==> config.mk <==
export PLATFORM = sky130hd
export DESIGN_NAME = tick_period_timer
export DESIGN_NICKNAME = d
export VERILOG_FILES = /design/src/rtl/tpt_pkg.sv /design/src/rtl/tpt_sec_count.sv /design/src/rtl/tpt_divider.sv /design/src/rtl/tpt_pending.sv /design/src/rtl/tick_period_timer.sv
export SDC_FILE = /design/constraint.sdc
export NUM_CORES = 1
export LEC_CHECK = 0
export BUFFER_PORTS_ARGS = -buffer_cell sky130_fd_sc_hd__buf_4
export CORE_AREA = 2 2 113 93
export DETAILED_ROUTE_END_ITERATION = 16
export DIE_AREA = 0 0 115 95
export HOLD_SLACK_MARGIN = 0.1
export PLACE_DENSITY = 0.68
export SLEW_MARGIN = 10
export SYNTH_ARGS = -nofsm -noshare
export SYNTH_HDL_FRONTEND = slang
export SYNTH_HIERARCHICAL = 1
export SYNTH_SLANG_ARGS = --single-unit
==> constraint.sdc <==
create_clock -name clk -period 4.8 [get_ports clk]
set_input_delay 1.2 -clock clk [delete_from_list [all_inputs] [get_ports clk]]
set_output_delay 1.2 -clock clk [all_outputs]
set_load 0.01 [all_outputs]
==> src/rtl/tpt_pkg.sv <==
package tpt_pkg;
  // Register byte offsets; the three seconds registers hold adjacent bit slices.
  localparam logic [7:0] OFS_SEC_BIT0 = 8'hC0;
  localparam logic [7:0] OFS_SEC_MID  = 8'hC2;
  localparam logic [7:0] OFS_SEC_TOP  = 8'hC4;
  localparam logic [7:0] OFS_PERIOD   = 8'hD0;
  localparam logic [7:0] OFS_ACK      = 8'hDE;

  typedef enum logic [2:0] {
    SEL_NONE,
    SEL_SEC_BIT0,
    SEL_SEC_MID,
    SEL_SEC_TOP,
    SEL_PERIOD,
    SEL_ACK
  } reg_sel_e;

  function automatic reg_sel_e decode(input logic [7:0] ofs);
    case (ofs)
      OFS_SEC_BIT0: decode = SEL_SEC_BIT0;
      OFS_SEC_MID:  decode = SEL_SEC_MID;
      OFS_SEC_TOP:  decode = SEL_SEC_TOP;
      OFS_PERIOD:   decode = SEL_PERIOD;
      OFS_ACK:      decode = SEL_ACK;
      default:      decode = SEL_NONE;
    endcase
  endfunction
endpackage

==> src/rtl/tpt_sec_count.sv <==
module tpt_sec_count #(
  parameter int SEC_W = 33
) (
  input  logic             clk,
  input  logic             rst_n,
  input  logic             sec_tick,
  output logic [SEC_W-1:0] count
);
  always_ff @(posedge clk) begin
    if (!rst_n)        count <= '0;
    else if (sec_tick) count <= count + SEC_W'(1);
  end
endmodule

==> src/rtl/tpt_divider.sv <==
module tpt_divider #(
  parameter int DATA_W = 16
) (
  input  logic              clk,
  input  logic              rst_n,
  input  logic              ref_tick,
  input  logic              load,
  input  logic [DATA_W-1:0] load_val,
  output logic [DATA_W-1:0] period,
  output logic [DATA_W-1:0] phase,
  output logic              expire
);
  logic running;
  logic at_last;

  assign running = (period != '0);
  assign at_last = (phase == period - DATA_W'(1));
  // A write in the same cycle wins over the tick, so the new period starts clean.
  assign expire  = running && ref_tick && !load && at_last;

  always_ff @(posedge clk) begin
    if (!rst_n) begin
      period <= '0;
      phase  <= '0;
    end else if (load) begin
      period <= load_val;
      phase  <= '0;
    end else if (running && ref_tick) begin
      phase <= at_last ? '0 : phase + DATA_W'(1);
    end
  end
endmodule

==> src/rtl/tpt_pending.sv <==
module tpt_pending #(
  parameter int PEND_W = 4
) (
  input  logic              clk,
  input  logic              rst_n,
  input  logic              expire,
  input  logic              ack,
  input  logic              ref_tick,
  output logic [PEND_W-1:0] pend,
  output logic              irq
);
  localparam logic [PEND_W-1:0] PEND_MAX = {PEND_W{1'b1}};

  logic inc, dec;
  assign inc = expire && (pend != PEND_MAX);
  assign dec = ack && (pend != '0);

  always_ff @(posedge clk) begin
    if (!rst_n) begin
      pend <= '0;
    end else begin
      case ({inc, dec})
        2'b10:   pend <= pend + PEND_W'(1);
        2'b01:   pend <= pend - PEND_W'(1);
        default: pend <= pend;
      endcase
    end
  end

  always_ff @(posedge clk) begin
    if (!rst_n)                       irq <= 1'b0;
    else if (ack)                     irq <= 1'b0;
    else if (ref_tick && pend != '0)  irq <= 1'b1;
  end
endmodule

==> src/rtl/tick_period_timer.sv <==
module tick_period_timer
  import tpt_pkg::*;
#(
  parameter int DATA_W = 16,
  parameter int ADDR_W = 8,
  parameter int PEND_W = 4
) (
  input  logic              clk,
  input  logic              rst_n,
  input  logic              ref_tick,
  input  logic              sec_tick,
  input  logic              bus_en,
  input  logic              bus_we,
  input  logic [ADDR_W-1:0] bus_addr,
  input  logic [DATA_W-1:0] bus_wdata,
  output logic [DATA_W-1:0] bus_rdata,
  output logic              irq
);
  localparam int SEC_W = 2 * DATA_W + 1;

  reg_sel_e           sel;
  logic               period_load;
  logic               ack;
  logic [SEC_W-1:0]   sec_q;
  logic [DATA_W-1:0]  period_q;
  logic [DATA_W-1:0]  phase_q;
  logic               expire;
  logic [PEND_W-1:0]  pend_q;
  logic [DATA_W-1:0]  rd_mux;

  assign sel         = decode(8'(bus_addr));
  assign period_load = bus_en && bus_we && (sel == SEL_PERIOD) && (bus_wdata != '0);
  assign ack         = bus_en && (sel == SEL_ACK);

  tpt_sec_count #(.SEC_W(SEC_W)) u_sec (
    .clk      (clk),
    .rst_n    (rst_n),
    .sec_tick (sec_tick),
    .count    (sec_q)
  );

  tpt_divider #(.DATA_W(DATA_W)) u_div (
    .clk      (clk),
    .rst_n    (rst_n),
    .ref_tick (ref_tick),
    .load     (period_load),
    .load_val (bus_wdata),
    .period   (period_q),
    .phase    (phase_q),
    .expire   (expire)
  );

  tpt_pending #(.PEND_W(PEND_W)) u_pend (
    .clk      (clk),
    .rst_n    (rst_n),
    .expire   (expire),
    .ack      (ack),
    .ref_tick (ref_tick),
    .pend     (pend_q),
    .irq      (irq)
  );

  always_comb begin
    rd_mux = '0;
    case (sel)
      SEL_SEC_BIT0: rd_mux[DATA_W-1] = sec_q[0];
      SEL_SEC_MID:  rd_mux = sec_q[DATA_W:1];
      SEL_SEC_TOP:  rd_mux = sec_q[2*DATA_W:DATA_W+1];
      SEL_PERIOD:   rd_mux = period_q;
      default:      rd_mux = '0;
    endcase
  end

  always_ff @(posedge clk) begin
    if (!rst_n)                 bus_rdata <= '0;
    else if (bus_en && !bus_we) bus_rdata <= rd_mux;
  end
endmodule

# == Yosys cells after proc, flatten, opt, wreduce, memory -nomap -nowiden ==
# Cells that the tools add are included.
# op_classes
n_reduce_logical,19
n_eq_ne,14
add_sub_neg,5
bitwise,1
mux,5
# op_table
operator,count
$pmux W15 S3,1
$eq A8 B8 Y1 const B,5
$add A33 B1 Y33 const B,1
$reduce_bool A16 Y1,2
$add A16 B1 Y16 const B,1
$eq A16 B16 Y1,1
$mux W16,1
$sub A16 B1 Y16 const B,1
$pmux W3 S5,1
$logic_and A1 B1 Y1,11
$pmux W4 S2,1
$eq A3 B2 Y1 const B,2
$eq A3 B3 Y1 const B,2
$add A4 B1 Y4 const B,1
$ne A4 B4 Y1 const B,1
$pmux W1 S4,1
$reduce_bool A4 Y1,1
$reduce_or A2 Y1,2
$sub A4 B1 Y4 const B,1
$eq A3 B1 Y1 const B,1
$eq A2 B1 Y1 const B,1
$eq A2 B2 Y1 const B,1
$logic_not A1 Y1,2
$reduce_bool A2 Y1,1
$not A1 Y1,1
# word_totals
register_bits,86
output_inout_bits,17
wordCells,50

# == Longest topological paths before layout ==
# Gate-level depths: netlist of the first run.
# logic_depth
depth_word,11
depth_mapped,16
depth_no_buf,16

# == Cells and area by module ==
# The synthesis of the first run kept the hierarchy.
# modules_own_cells
mod,area_per_inst_um2,cells_per_inst,instances
tpt_divider,1923.1,223,1
tpt_sec_count,1570.3,186,1
tick_period_timer,953.4,115,1
tpt_pending,319.1,33,1

# == Worst setup path after synthesis of the first run ==
# OpenSTA, ideal clock, no wires.
# synth_timing
kind,in2reg
startpoint,input port bus_addr[5]
endpoint,register u_pend.pend[2]
slack_ns,0.682
t_arrival_ns,4.043
setup_time_ns,0.076
path_stages,15
cell_sequence,nand3b_1 -> inv_1 -> nand3_1 -> nor3_1 -> clkbuf_1 -> clkbuf_1 -> nor4_1 -> o21ai_0 -> ha_1 -> xor2_1 -> ha_1 -> a21oi_1 -> xor2_1 -> or3_1 -> a21boi_0
# synth_between
elab_chain_len,11
elab_cells_between_ends,20
cone_classes,eq/ne: 9; mux: 2; reduce/logical: 9
# synth_lines
element,line,rtl
from (decl),tick_period_timer.sv:14,"input logic [ADDR_W-1:0] bus_addr,"
$eq A8 B8 Y1,tpt_pkg.sv:19,case (ofs)
$pmux W3 S5 (*),tpt_pkg.sv:19,
$eq A3 B3 Y1 (*),tick_period_timer.sv:32,assign period_load = bus_en && bus_we && (sel == SEL_PERIOD) && (bus_wdata != '0);
$logic_and A1 B1 Y1 (*) (2 in series),tick_period_timer.sv:32,
net period_load,tick_period_timer.sv:22,logic period_load;
$logic_not A1 Y1 (*),tpt_divider.sv:19,assign expire = running && ref_tick && !load && at_last;
$logic_and A1 B1 Y1 (*) (2 in series),tpt_divider.sv:19,
net expire,tick_period_timer.sv:27,logic expire;
$logic_and A1 B1 Y1 (*),tpt_pending.sv:15,assign inc = expire && (pend != PEND_MAX);
$eq A2 B1 Y1 or $eq A2 B2 Y1 (tied branches),tpt_pending.sv:22,"case ({inc, dec})"
$pmux W4 S2 or $reduce_bool A2 Y1 (tied branches),--,
to (signal assigned),tpt_pending.sv:23,2'b10: pend <= pend + PEND_W'(1);
to (signal assigned),tpt_pending.sv:24,2'b01: pend <= pend - PEND_W'(1);
to (signal assigned),tpt_pending.sv:25,default: pend <= pend;
to (decl),tpt_pending.sv:9,"output logic [PEND_W-1:0] pend,"
# The timed path passes the listed nets; every way through them passes the cells marked *.
# A chain may end at the register's enable or synchronous reset.

# == Worst setup path after layout of the first run ==
# layout_timing
startpoint,register u_div.period[5]
endpoint,register u_pend.pend[2]
# layout_between
elab_chain_len,7
elab_cells_between_ends,11
cone_classes,add/sub: 1; eq/ne: 3; mux: 1; reduce/logical: 6
# layout_lines
element,line,rtl
from (decl),tpt_divider.sv:9,"output logic [DATA_W-1:0] period,"
from (signal assigned),tpt_divider.sv:26,period <= load_val;
"parallel branches: the longest is 3 deep, another holds $sub A16 B1 Y16",--,
$logic_and A1 B1 Y1 (*),tpt_divider.sv:19,
net expire,tick_period_timer.sv:27,
$logic_and A1 B1 Y1 (*),tpt_pending.sv:15,
$eq A2 B1 Y1 or $eq A2 B2 Y1 (tied branches),tpt_pending.sv:22,
$pmux W4 S2 or $reduce_bool A2 Y1 (tied branches),--,
# Mark *: on every way through the listed nets, which the timed path passes.

==> results of run 1 <==
==> logic make-up (layout without fill, tap and decap cells) <==
family	after synthesis	count (layout)	share of synthesized area
multiplexers	28	28	0.0593
flip-flops	86	86	0.361
AND/OR/NAND/NOR	236	236	0.279
buffers and inverters	40	76	0.0404
adder cells (fa/ha/maj)	6	6	0.0158
XOR/XNOR	45	45	0.0827
AO/OA/AOI/OAI	116	116	0.162
==> power breakdown <==
part           switching, mW  total, mW  internal, mW
registers            0.00406      0.720         0.716
clock network          0.293      0.692         0.399
logic                 0.0375     0.0662        0.0287
==> Yosys cell counts (all sizes together) (2+ instances only) <==
master,n
and4,5
xnor2,30
and3,4
or4,21
nand2b,2
buf,11
mux2i,26
nand4,14
nor4,13
clkbuf,16
a31oi,3
nand3b,3
a22o,16
inv,13
a21oi,23
o21ai,37
or3,13
or2,3
nor2b,25
a211o,2
nand3,23
nor3,10
nor4b,2
or4b,2
xor2,15
dfxtp,86
o211ai,2
and2,5
o31ai,12
ha,6
nor2,41
a22oi,15
nand2,45
mux2,2
==> cell type report <==
| cell class | count | share of cell area |
|---|---|---|
| multi-input combinational | 431 | 0.526 |
| sequential | 86 | 0.317 |
| timing repair buffer | 48 | 0.0664 |
| clock buffer | 9 | 0.0415 |
| tap | 122 | 0.0281 |
| clock inverter | 6 | 0.0118 |
| inverter | 13 | 0.00899 |
==> worst paths after layout <==
kind                                                    end  slack, ps  cells past startpoint
worst max register to register  u_pend/pend[2]$_SDFFE_PN0P_        370                     14
worst min-delay path              bus_rdata[3]$_SDFFE_PN0P_        450                      2
worst min register to register    bus_rdata[3]$_SDFFE_PN0P_        450                      2
worst max-delay path            u_pend/pend[2]$_SDFFE_PN0P_        370                     14
==> through the flow <==
step | util | cell area, um2 | hold WS [ps]
after floorplan | - | 4770 | 442
after global placement | 0.519 | 5140 | 439
after detailed placement | 0.519 | 5140 | 448
after CTS | 0.548 | 5430 | 459
after global routing | 0.548 | 5430 | 468
final | 0.548 | 5430 | 453
==> critical path: cells and delay by family (launching register included) <==
family / cells / cell delay (ps)
simple gates: 5 / 2260
compound gates: 5 / 980
fa+ha+maj: 2 / 470
flops: 1 / 380
xor+xnor: 2 / 260
==> registers in the layout (all words and copies together), names as in the netlist <==
signal / cells
u_pend/pend: 4
u_sec/count: 33
u_div/phase: 16
u_div/period: 16
bus_rdata: 16
u_pend/irq: 1
==> layout by cell type (no fill, tap or decap), types with 3 or more instances in the layout <==
cell,count
inv_1,13
buf_4,48
nor2b_1,25
nor4_1,12
or2_2,3
nand4_1,12
and2_1,4
a31oi_1,3
nand3b_1,3
o21ai_0,28
ha_1,6
a21oi_1,23
or4_1,20
nand2_1,45
dfxtp_1,86
nor2_1,41
xnor2_1,30
or3_1,12
nor3_1,9
nand3_1,23
and3_1,4
and4_1,5
o31ai_1,12
mux2i_1,26
xor2_1,15
clkbuf_16,9
a22oi_1,15
o21ai_1,9
a22o_1,16
==> layer usage <==
layer	wire, um	share of wire
met1	6040	0.48
met2	5510	0.44
met3	844	0.067
met4	179	0.014
met5	0	0
==> results.md, run 1 <==
- Outcome: complete, no violations
- Buffers added on ports: 46
- PwrDens: 272 mW/mm2
- Post-synth cell types: 56
- Syn Area/Cell: 8.56 um2
- Final net count: 625
- Detailed router's first-iteration violation count: 312
- Total GRT Usage: 0.238
- Mapped Area: 0.00477 mm2
- Met2 Usage GRT: 0.358
- CTS Hold Bufs: 0
- Total power draw: 1.48 mW
- Total wire length: 12600 um
- CTS max path bufs: 2
- Number of enable flip-flop cells after synthesis: 0
- Clk_lat worst skew: 350 ps
- Area share of the largest cell type after synthesis: 0.361
- Met3 Resource Use GR: 0.0635
- Area Overhead vs Synth: 13.9%
- # diodes: 0
- Lkg Pwr: 1.86 nW
- Initial Util: 0.481
- Gpl congestion: 1.02
- Critical path cell sequence: or4_1, or4_1, o31ai_1, o2111ai_1, or3_1, nor4_1, o21ai_0, ha_1, xor2_1, ha_1, a21oi_1, xor2_1, or3_1, a21boi_0
- Postcts setup bufs: 0
- Worst path slowest cell: or4_1
- M1 GR Usage: 0.337
- Filler Cell Count: 941
- Ys Warns: 6
- WS Path Type: flip-flop to flip-flop
- DP Wirelength: 9180 um
- Drc violations: 0
- Critical path startpoint category: flip-flop
- Die W: 115 um
- Final period utilization: 0.923
- FF+latch count, synth: 86
- Setup TNS: 0 ps
- Final worst-path setup slack: 370 ps
- Least-Margin Pin Slew: 1140 ps
- Required time worst endpoint: 5060 ps
- Peak VDD IR: 0.190 mV
- Worst Path Max Fanout: 8
- Post-Syn Nets: 593
- Final setup skew: 8.50 ps
- Via density: 6.07
- Min Clock Period, post-route: 4430 ps
- Asr flop ratio synth: 0
- Finished Layout Cells: 715
- Synth area leader: dfxtp_1
- Normalized max-slew margin: 0.242
- WL per Instance: 17.6 um
- Hold WC Path Type: flip-flop to flip-flop
- Placed cells: 700
- Final Hold Viols: 0
- CTS resizes: 0
- # rows: 33
- Final slew viol count: 0
- Final setup viols: 0
- Main synth FF type: dfxtp_1
- Global routing's busiest layer: met2
- Vias in the first global route: 3930
- Die area: 0.0109 mm2
- Initial antenna violation count: 0
- Mapped Cells: 557
- First-pass GRT wire length: 20300 um
- Clk slew on worst S/H paths: 60 ps
- Register Area: 0.00172 mm2
- CTS HTree Levels: 3
- Clock sink count: 86
- RSZ-0062 raised after global routing: no
- Worst Min Path Start: bus_rdata[3]$_SDFFE_PN0P_
- CP peak stage delay: 680 ps
- Die height: 95 um
- Worst R2R Start: u_div/period[5]$_SDFFE_PN0P_
- Multi-input gate area: 0.00286 mm2
- Critical Path AT: 4690 ps
- Clk root buf: clkbuf_16
- Number of routed nets with antenna violations: 0
- IO Count: 47
- Synth area leaders: dfxtp_1 (36%), xnor2_1 (5.5%), mux2i_1 (5.5%), nand2_1 (3.5%), nor2b_1 (3.3%)
- Core Region: 0.00991 mm2
- Largest net degree at the start of global routing: 35
- FMAX: 226 MHz
- Sequential fraction of the synthesis area: 0.361
- Num CTS Buffers: 9
- Max cap viols: 0
- DR vias: 4337
- Layout cell share with drive strength beyond 1: 0.137
- CTS tree: built
- TritonRoute pass-1 iters: 5
- Setup WS pre-CTS: 446 ps
- Crit path from: u_div/period[5]$_SDFFE_PN0P_
- Grt ovf: 0
- Setup crit end kind: flip-flop
Power figures use the tool's default switching activity.
==> inputs of run 2 (changes only) <==
- ABC_AREA: unset -> 1
- CORE_AREA: 2 2 113 93 -> 2 2 123 101
- DIE_AREA: 0 0 115 95 -> 0 0 125 103
- PLACE_DENSITY: 0.68 -> 0.67
==> results.md, run 2 <==
- Least-Margin Pin Slew: 737 ps (was 1140 ps)
- Clock sink count: 86 (unchanged)
- Synth cell count leaders: nand2_1 (217), inv_1 (114), nor2_1 (106) (was dfxtp_1 (86), nand2_1 (45), nor2_1 (41))
- Core Region: 0.0118 mm2 (was 0.00991 mm2)
- Final setup viols: 0 (unchanged)
- Setup WS pre-CTS: 1090 ps (was 446 ps)
- Setup TNS: 0 ps (unchanged)
- WS Path Type: primary input to flip-flop (was flip-flop to flip-flop)
- Initial Util: 0.481 (about the same)
- Clk slew on worst S/H paths: 70 ps (was 60 ps)
- # rows: 36 (was 33)
- CTS tree: built (unchanged)
- Mapped Area: 0.00568 mm2 (was 0.00477 mm2)
- Vias in the first global route: 4863 (was 3930)
- Via density: 5.18 (was 6.07)
- Final period utilization: 0.704 (was 0.923)
- Asr flop ratio synth: 0 (unchanged)
- Hold path depth: 2 (unchanged)
- Mapped Cells: 875 (was 557)
- Total GRT Usage: 0.236 (was 0.238)
- IO Count: 47 (unchanged)
- Commonest non-fill, non-tap cell in the layout: nand2_1 (was dfxtp_1)
- # diodes: 0 (unchanged)
- Ys Warns: 6 (unchanged)
- Final worst-path setup slack: 1420 ps (was 370 ps)
- Initial antenna violation count: 0 (unchanged)
- Total wire length: 14700 um (was 12600 um)
- Syn Area/Cell: 6.49 um2 (was 8.56 um2)
- Area Overhead vs Synth: 12.7% (was 13.9%)
- CTS max path bufs: 2 (unchanged)
- Clk_lat worst skew: 350 ps (about the same)
- Required time worst endpoint: 5040 ps (was 5060 ps)
- Synth area leader: dfxtp_1 (unchanged)
- Post-Syn Nets: 911 (was 593)
- Max cap viols: 0 (unchanged)
- Most frequent cells in the layout: nand2_1 (217), inv_1 (114), nor2_1 (106) (was dfxtp_1 (86), buf_4 (48), nand2_1 (45))
- CP peak stage delay: 410 ps (was 680 ps)
- Detailed router's first-iteration violation count: 518 (was 312)
- TritonRoute pass-1 iters: 5 (unchanged)
- Top reg by flops: u_sec/count (unchanged)
- Max reg flops: 33 (unchanged)
- Final setup skew: 14.5 ps (was 8.50 ps)
- RSZ-0062 raised after global routing: no (unchanged)
- Clk root buf: clkbuf_16 (unchanged)
- Final slew viol count: 0 (unchanged)
- CTS resizes: 0 (unchanged)
- Largest net degree at the start of global routing: 51 (was 35)
- DR vias: 5555 (was 4337)
- Number of routed nets with antenna violations: 0 (unchanged)
- Gpl congestion: 0.834 (was 1.02)
- Min Clock Period, post-route: 3380 ps (was 4430 ps)
- Setup crit end kind: flip-flop (unchanged)
- Area share of the largest cell type after synthesis: 0.303 (was 0.361)
- Hold WC Path Type: flip-flop to flip-flop (unchanged)
- CTS HTree Levels: 3 (unchanged)
- Worst path slowest cell: nor2_1 (was or4_1)
- Main synth FF type: dfxtp_1 (unchanged)
- Die area: 0.0129 mm2 (was 0.0109 mm2)
- Number of enable flip-flop cells after synthesis: 0 (unchanged)
- Synth area leaders: dfxtp_1 (30%), nand2_1 (14%), nand3_1 (8.4%), inv_1 (7.5%), nor2_1 (7.0%) (was dfxtp_1 (36%), xnor2_1 (5.5%), mux2i_1 (5.5%), nand2_1 (3.5%), nor2b_1 (3.3%))
- Layout cell share with drive strength beyond 1: 0.163 (was 0.137)
- Grt ovf: 0 (unchanged)
- Lkg Pwr: 2.92 nW (was 1.86 nW)
- Buffers added on ports: 46 (unchanged)
- Die W: 125 um (was 115 um)
- First-pass GRT wire length: 24300 um (was 20300 um)
- Final Hold Viols: 0 (unchanged)
- Final net count: 951 (was 625)
- FF+latch count, synth: 86 (unchanged)
- Post-synth cell types: 37 (was 56)
- Placed cells: 1056 (was 700)
- Die height: 103 um (was 95 um)
- Postcts setup bufs: 0 (unchanged)
- PwrDens: 247 mW/mm2 (was 272 mW/mm2)
- Critical Path AT: 3620 ps (was 4690 ps)
- Peak VDD IR: 0.171 mV (was 0.190 mV)
- Critical path startpoint category: primary input (was flip-flop)
- FMAX: 296 MHz (was 226 MHz)
- Outcome: complete, no violations (unchanged)
- Critical path cell sequence: buf_4, inv_2, nand2_4, nor2_4, buf_4, nand4_1, nor2_1, nor2_1, o41ai_1, ha_1, inv_1, nand2_1, nand2_1, ha_1, a21oi_1, xor2_1, a21oi_1 (was or4_1, or4_1, o31ai_1, o2111ai_1, or3_1, nor4_1, o21ai_0, ha_1, xor2_1, ha_1, a21oi_1, xor2_1, or3_1, a21boi_0)
- WL per Instance: 13.7 um (was 17.6 um)
- Sequential fraction of the synthesis area: 0.303 (was 0.361)
- Finished Layout Cells: 1072 (was 715)
- CTS Hold Bufs: 0 (unchanged)
- Normalized max-slew margin: 0.508 (was 0.242)
- Drc violations: 0 (unchanged)
- Most common cell in the netlist: nand2_1 (was dfxtp_1)
- Worst Path Max Fanout: 18 (was 8)
- Num CTS Buffers: 9 (unchanged)
- Length in cells of the worst reg-to-reg path: 21 (was 14)
- DP Wirelength: 11300 um (was 9180 um)
## run 2: cell types whose count changed after synthesis, moves of 22 or more
cell,delta
inv_1,+101
mux2i_1,-26
nand2_1,+172
nand3_1,+72
nor2_1,+65
nor2_2,+22
nor2b_1,-25
xnor2_1,-24
## run 2: logic make-up (layout without fill, tap and decap cells)
group,count (synthesis),in the layout,share of synthesized area
AO/OA/AOI/OAI,90,90,0.0868
buffers and inverters,142,187,0.109
adder cells (fa/ha/maj),6,6,0.0132
AND/OR/NAND/NOR,531,531,0.457
flip-flops,86,86,0.303
XOR/XNOR,20,20,0.0309
## run 2: area by class of cell
type	count	area, um2
timing repair buffer	48	360
clock buffer	9	225
clock inverter	7	104
fill	1207	5400
multi-input combinational	647	3340
sequential	86	1720
tap	152	190
inverter	123	462
## run 2: per-layer routing
layer | GRT usage | part of all wire
met3 | 0.0752 | 0.085
met5 | 0 | 0
met2 | 0.333 | 0.38
met1 | 0.347 | 0.52
met4 | 0.0598 | 0.013
## run 2: worst max-delay path: cells and delay by family
family,cells,cell delay [ps]
XOR/XNOR,1,150
AO/OA/AOI/OAI,3,330
buffers and inverters,4,480
adder cells (fa/ha/maj),2,480
AND/OR/NAND/NOR,7,980
## run 2: path summary, 6_finish.rpt
kind	from	end	slack (ps)
hold / removal	bus_rdata[11]$_SDFFE_PN0P_	bus_rdata[11]$_SDFFE_PN0P_	470
setup / recovery	bus_addr[3]	u_pend/pend[2]$_SDFFE_PN0P_	1420
setup reg to reg	u_div/period[0]$_SDFFE_PN0P_	u_pend/pend[2]$_SDFFE_PN0P_	1680
hold reg to reg	bus_rdata[11]$_SDFFE_PN0P_	bus_rdata[11]$_SDFFE_PN0P_	470
## run 2: where the power goes
group / switching [mW] / internal, mW / total (mW)
Sequential: 0.00348 / 0.716 / 0.719
Combinational: 0.0523 / 0.0287 / 0.0811
Clock: 0.320 / 0.464 / 0.783
## run 2: per-stage QoR
stage               power, mW  hold WS, ps   util  area [um2]
global placement        0.816          458  0.514        6070
CTS                      1.60          468  0.542        6400
global route             1.64          496  0.542        6400
detailed placement      0.816          457  0.514        6070
floorplan               0.785          455      -        5680
finish                   1.58          467  0.542        6400
==> inputs of run 3 (changes only) <==
- clock period: 4.8 -> 3.51 ns (I/O delays scaled with it)
==> results.md, run 3 (synthesis results as in run 2) <==
- FMAX: 331 MHz
- Die height: 103 um (unchanged)
- Min Hold Slack: 472 ps (was 467 ps)
- Worst path slowest cell: dfxtp_1 (was nor2_1)
- Max cap viols: 0 (unchanged)
- Most frequent cells in the layout: nand2_1 (217), inv_1 (114), nor2_1 (106) (unchanged)
- Final period utilization: 0.860
- Setup WS pre-CTS: 467 ps (was 1090 ps)
- CTS Hold Bufs: 0 (unchanged)
- Detailed router's first-iteration violation count: 391 (was 518)
- Final setup viols: 0 (unchanged)
- CTS resizes: 0 (unchanged)
- Postcts setup bufs: 0 (unchanged)
- Initial antenna violation count: 0 (unchanged)
- Critical Path AT: 3270 ps (was 3620 ps)
- Setup crit end kind: flip-flop (unchanged)
- Num CTS Buffers: 9 (unchanged)
- Total GRT Usage: 0.237 (was 0.236)
- CTS HTree Levels: 3 (unchanged)
- CTS max path bufs: 2 (unchanged)
- Min Clock Period, post-route: 3020 ps
- First-pass GRT wire length: 24100 um (was 24300 um)
- Max reg flops: 33 (unchanged)
- Commonest non-fill, non-tap cell in the layout: nand2_1 (unchanged)
- Final Hold Viols: 0 (unchanged)
- Worst Path Max Fanout: 5 (was 18)
- PwrDens: 347 mW/mm2 (was 247 mW/mm2)
- Outcome: complete, no violations (unchanged)
- Final net count: 955 (was 951)
- Final worst-path setup slack: 490 ps (was 1420 ps)
- Hold WC Path Type: flip-flop to flip-flop (unchanged)
- Number of routed nets with antenna violations: 0 (unchanged)
- IO Count: 47 (unchanged)
- TritonRoute pass-1 iters: 5 (unchanged)
- Required time worst endpoint: 3760 ps (was 5040 ps)
- # diodes: 0 (unchanged)
- WS Path Type: flip-flop to flip-flop (was primary input to flip-flop)
- Core Region: 0.0118 mm2 (unchanged)
- Die area: 0.0129 mm2 (unchanged)
- Via density: 5.08 (was 5.18)
- RSZ-0062 raised after global routing: no (unchanged)
- Filler Cell Count: 1185 (was 1207)
- Critical path cell sequence: inv_1, ha_1, nand2_4, inv_2, nand2_1, nand2_1, nand2_1, nor2_1, nand3_1, nor2_1, nand3_2, nor2_1, o41ai_1, ha_1, nand2_1, nand2_1, ha_1, a21oi_1, xor2_1, a21oi_1 (was buf_4, inv_2, nand2_4, nor2_4, buf_4, nand4_1, nor2_1, nor2_1, o41ai_1, ha_1, inv_1, nand2_1, nand2_1, ha_1, a21oi_1, xor2_1, a21oi_1)
- Clk slew on worst S/H paths: 70 ps (about the same)
- Grt ovf: 0 (unchanged)
- Largest net degree at the start of global routing: 51 (unchanged)
- Initial Util: 0.481 (unchanged)
- Peak VDD IR: 0.233 mV (was 0.171 mV)
- Setup TNS: 0 ps (unchanged)
- Area Overhead vs Synth: 13.6% (was 12.7%)
- Lkg Pwr: 2.95 nW (was 2.92 nW)
- Gpl congestion: 0.890 (was 0.834)
- CP peak stage delay: 330 ps (was 410 ps)
- Layout cell share with drive strength beyond 1: 0.167 (was 0.163)
- # rows: 36 (unchanged)
- Final slew viol count: 0 (unchanged)
- Top reg by flops: u_sec/count (unchanged)
- Clk root buf: clkbuf_16 (unchanged)
- Vias in the first global route: 4707 (was 4863)
- Total wire length: 14500 um (was 14700 um)
- DR vias: 5467 (was 5555)
- CTS tree: built (unchanged)
- Clock sink count: 86 (unchanged)
- Normalized max-slew margin: 0.540 (was 0.508)
- Least-Margin Pin Slew: 688 ps (was 737 ps)
- Crit path top cell by count: nand2_1
- Drc violations: 0 (unchanged)
- Die W: 125 um (unchanged)
- Final setup skew: 12.7 ps (was 14.5 ps)
- Core Util, Final: 0.547 (was 0.542)
- WL per Instance: 13.5 um (was 13.7 um)
- Critical path startpoint category: flip-flop (was primary input)
- Buffers added on ports: 46 (unchanged)
- Clk_lat worst skew: 360 ps (was 350 ps)
- DP Wirelength: 11200 um (was 11300 um)
-- run 3: power by group --
part | total [mW] | switching, mW | internal, mW
Sequential | 0.984 | 0.00505 | 0.979
Clock | 1.14 | 0.438 | 0.706
Combinational | 0.110 | 0.0703 | 0.0399
Total | 2.24 | 0.514 | 1.72
-- run 3: critical path: cells and delay by family (launching register included) --
kind,cells,cell delay [ps]
xor+xnor,1,150
flops,1,330
compound gates,3,330
simple gates,11,1160
fa+ha+maj,3,720
buf+inv,2,210
-- run 3: final cells by class --
type,count,area [um2],share of cell area
Sequential cell,86,1720,0.267
Inverter,123,462,0.0716
Multi-Input combinational cell,647,3340,0.517
Clock buffer,9,225,0.0349
Clock inverter,7,125,0.0194
Tap cell,152,190,0.0295
Timing Repair Buffer,52,390,0.0605
-- run 3: worst paths after layout --
check                               start                          end  slack, ps  cells past startpoint
max          u_div/period[0]$_SDFFE_PN0P_  u_pend/pend[2]$_SDFFE_PN0P_        490                     20
min            bus_rdata[10]$_SDFFE_PN0P_   bus_rdata[10]$_SDFFE_PN0P_        470                      2
max reg2reg  u_div/period[0]$_SDFFE_PN0P_  u_pend/pend[2]$_SDFFE_PN0P_        490                     20
min reg2reg    bus_rdata[10]$_SDFFE_PN0P_   bus_rdata[10]$_SDFFE_PN0P_        470                      2
-- run 3: per-stage QoR --
stage / power, mW / area (um2) / std cells
global placement: 1.12 / 6100 / 1060
floorplan: 1.07 / 5680 / 875
CTS: 2.26 / 6450 / 1076
global route: 2.31 / 6450 / 1076
detailed placement: 1.12 / 6100 / 1060
finish: 2.24 / 6450 / 1076
-- run 3: per-layer routing --
layer	up-vias	share of wire	GRT usage
met1	2431	0.54	0.365
met3	13	0.058	0.0555
li1	2888	-	-
met4	0	0.010	0.0538
met2	135	0.39	0.331
met5	-	0	0
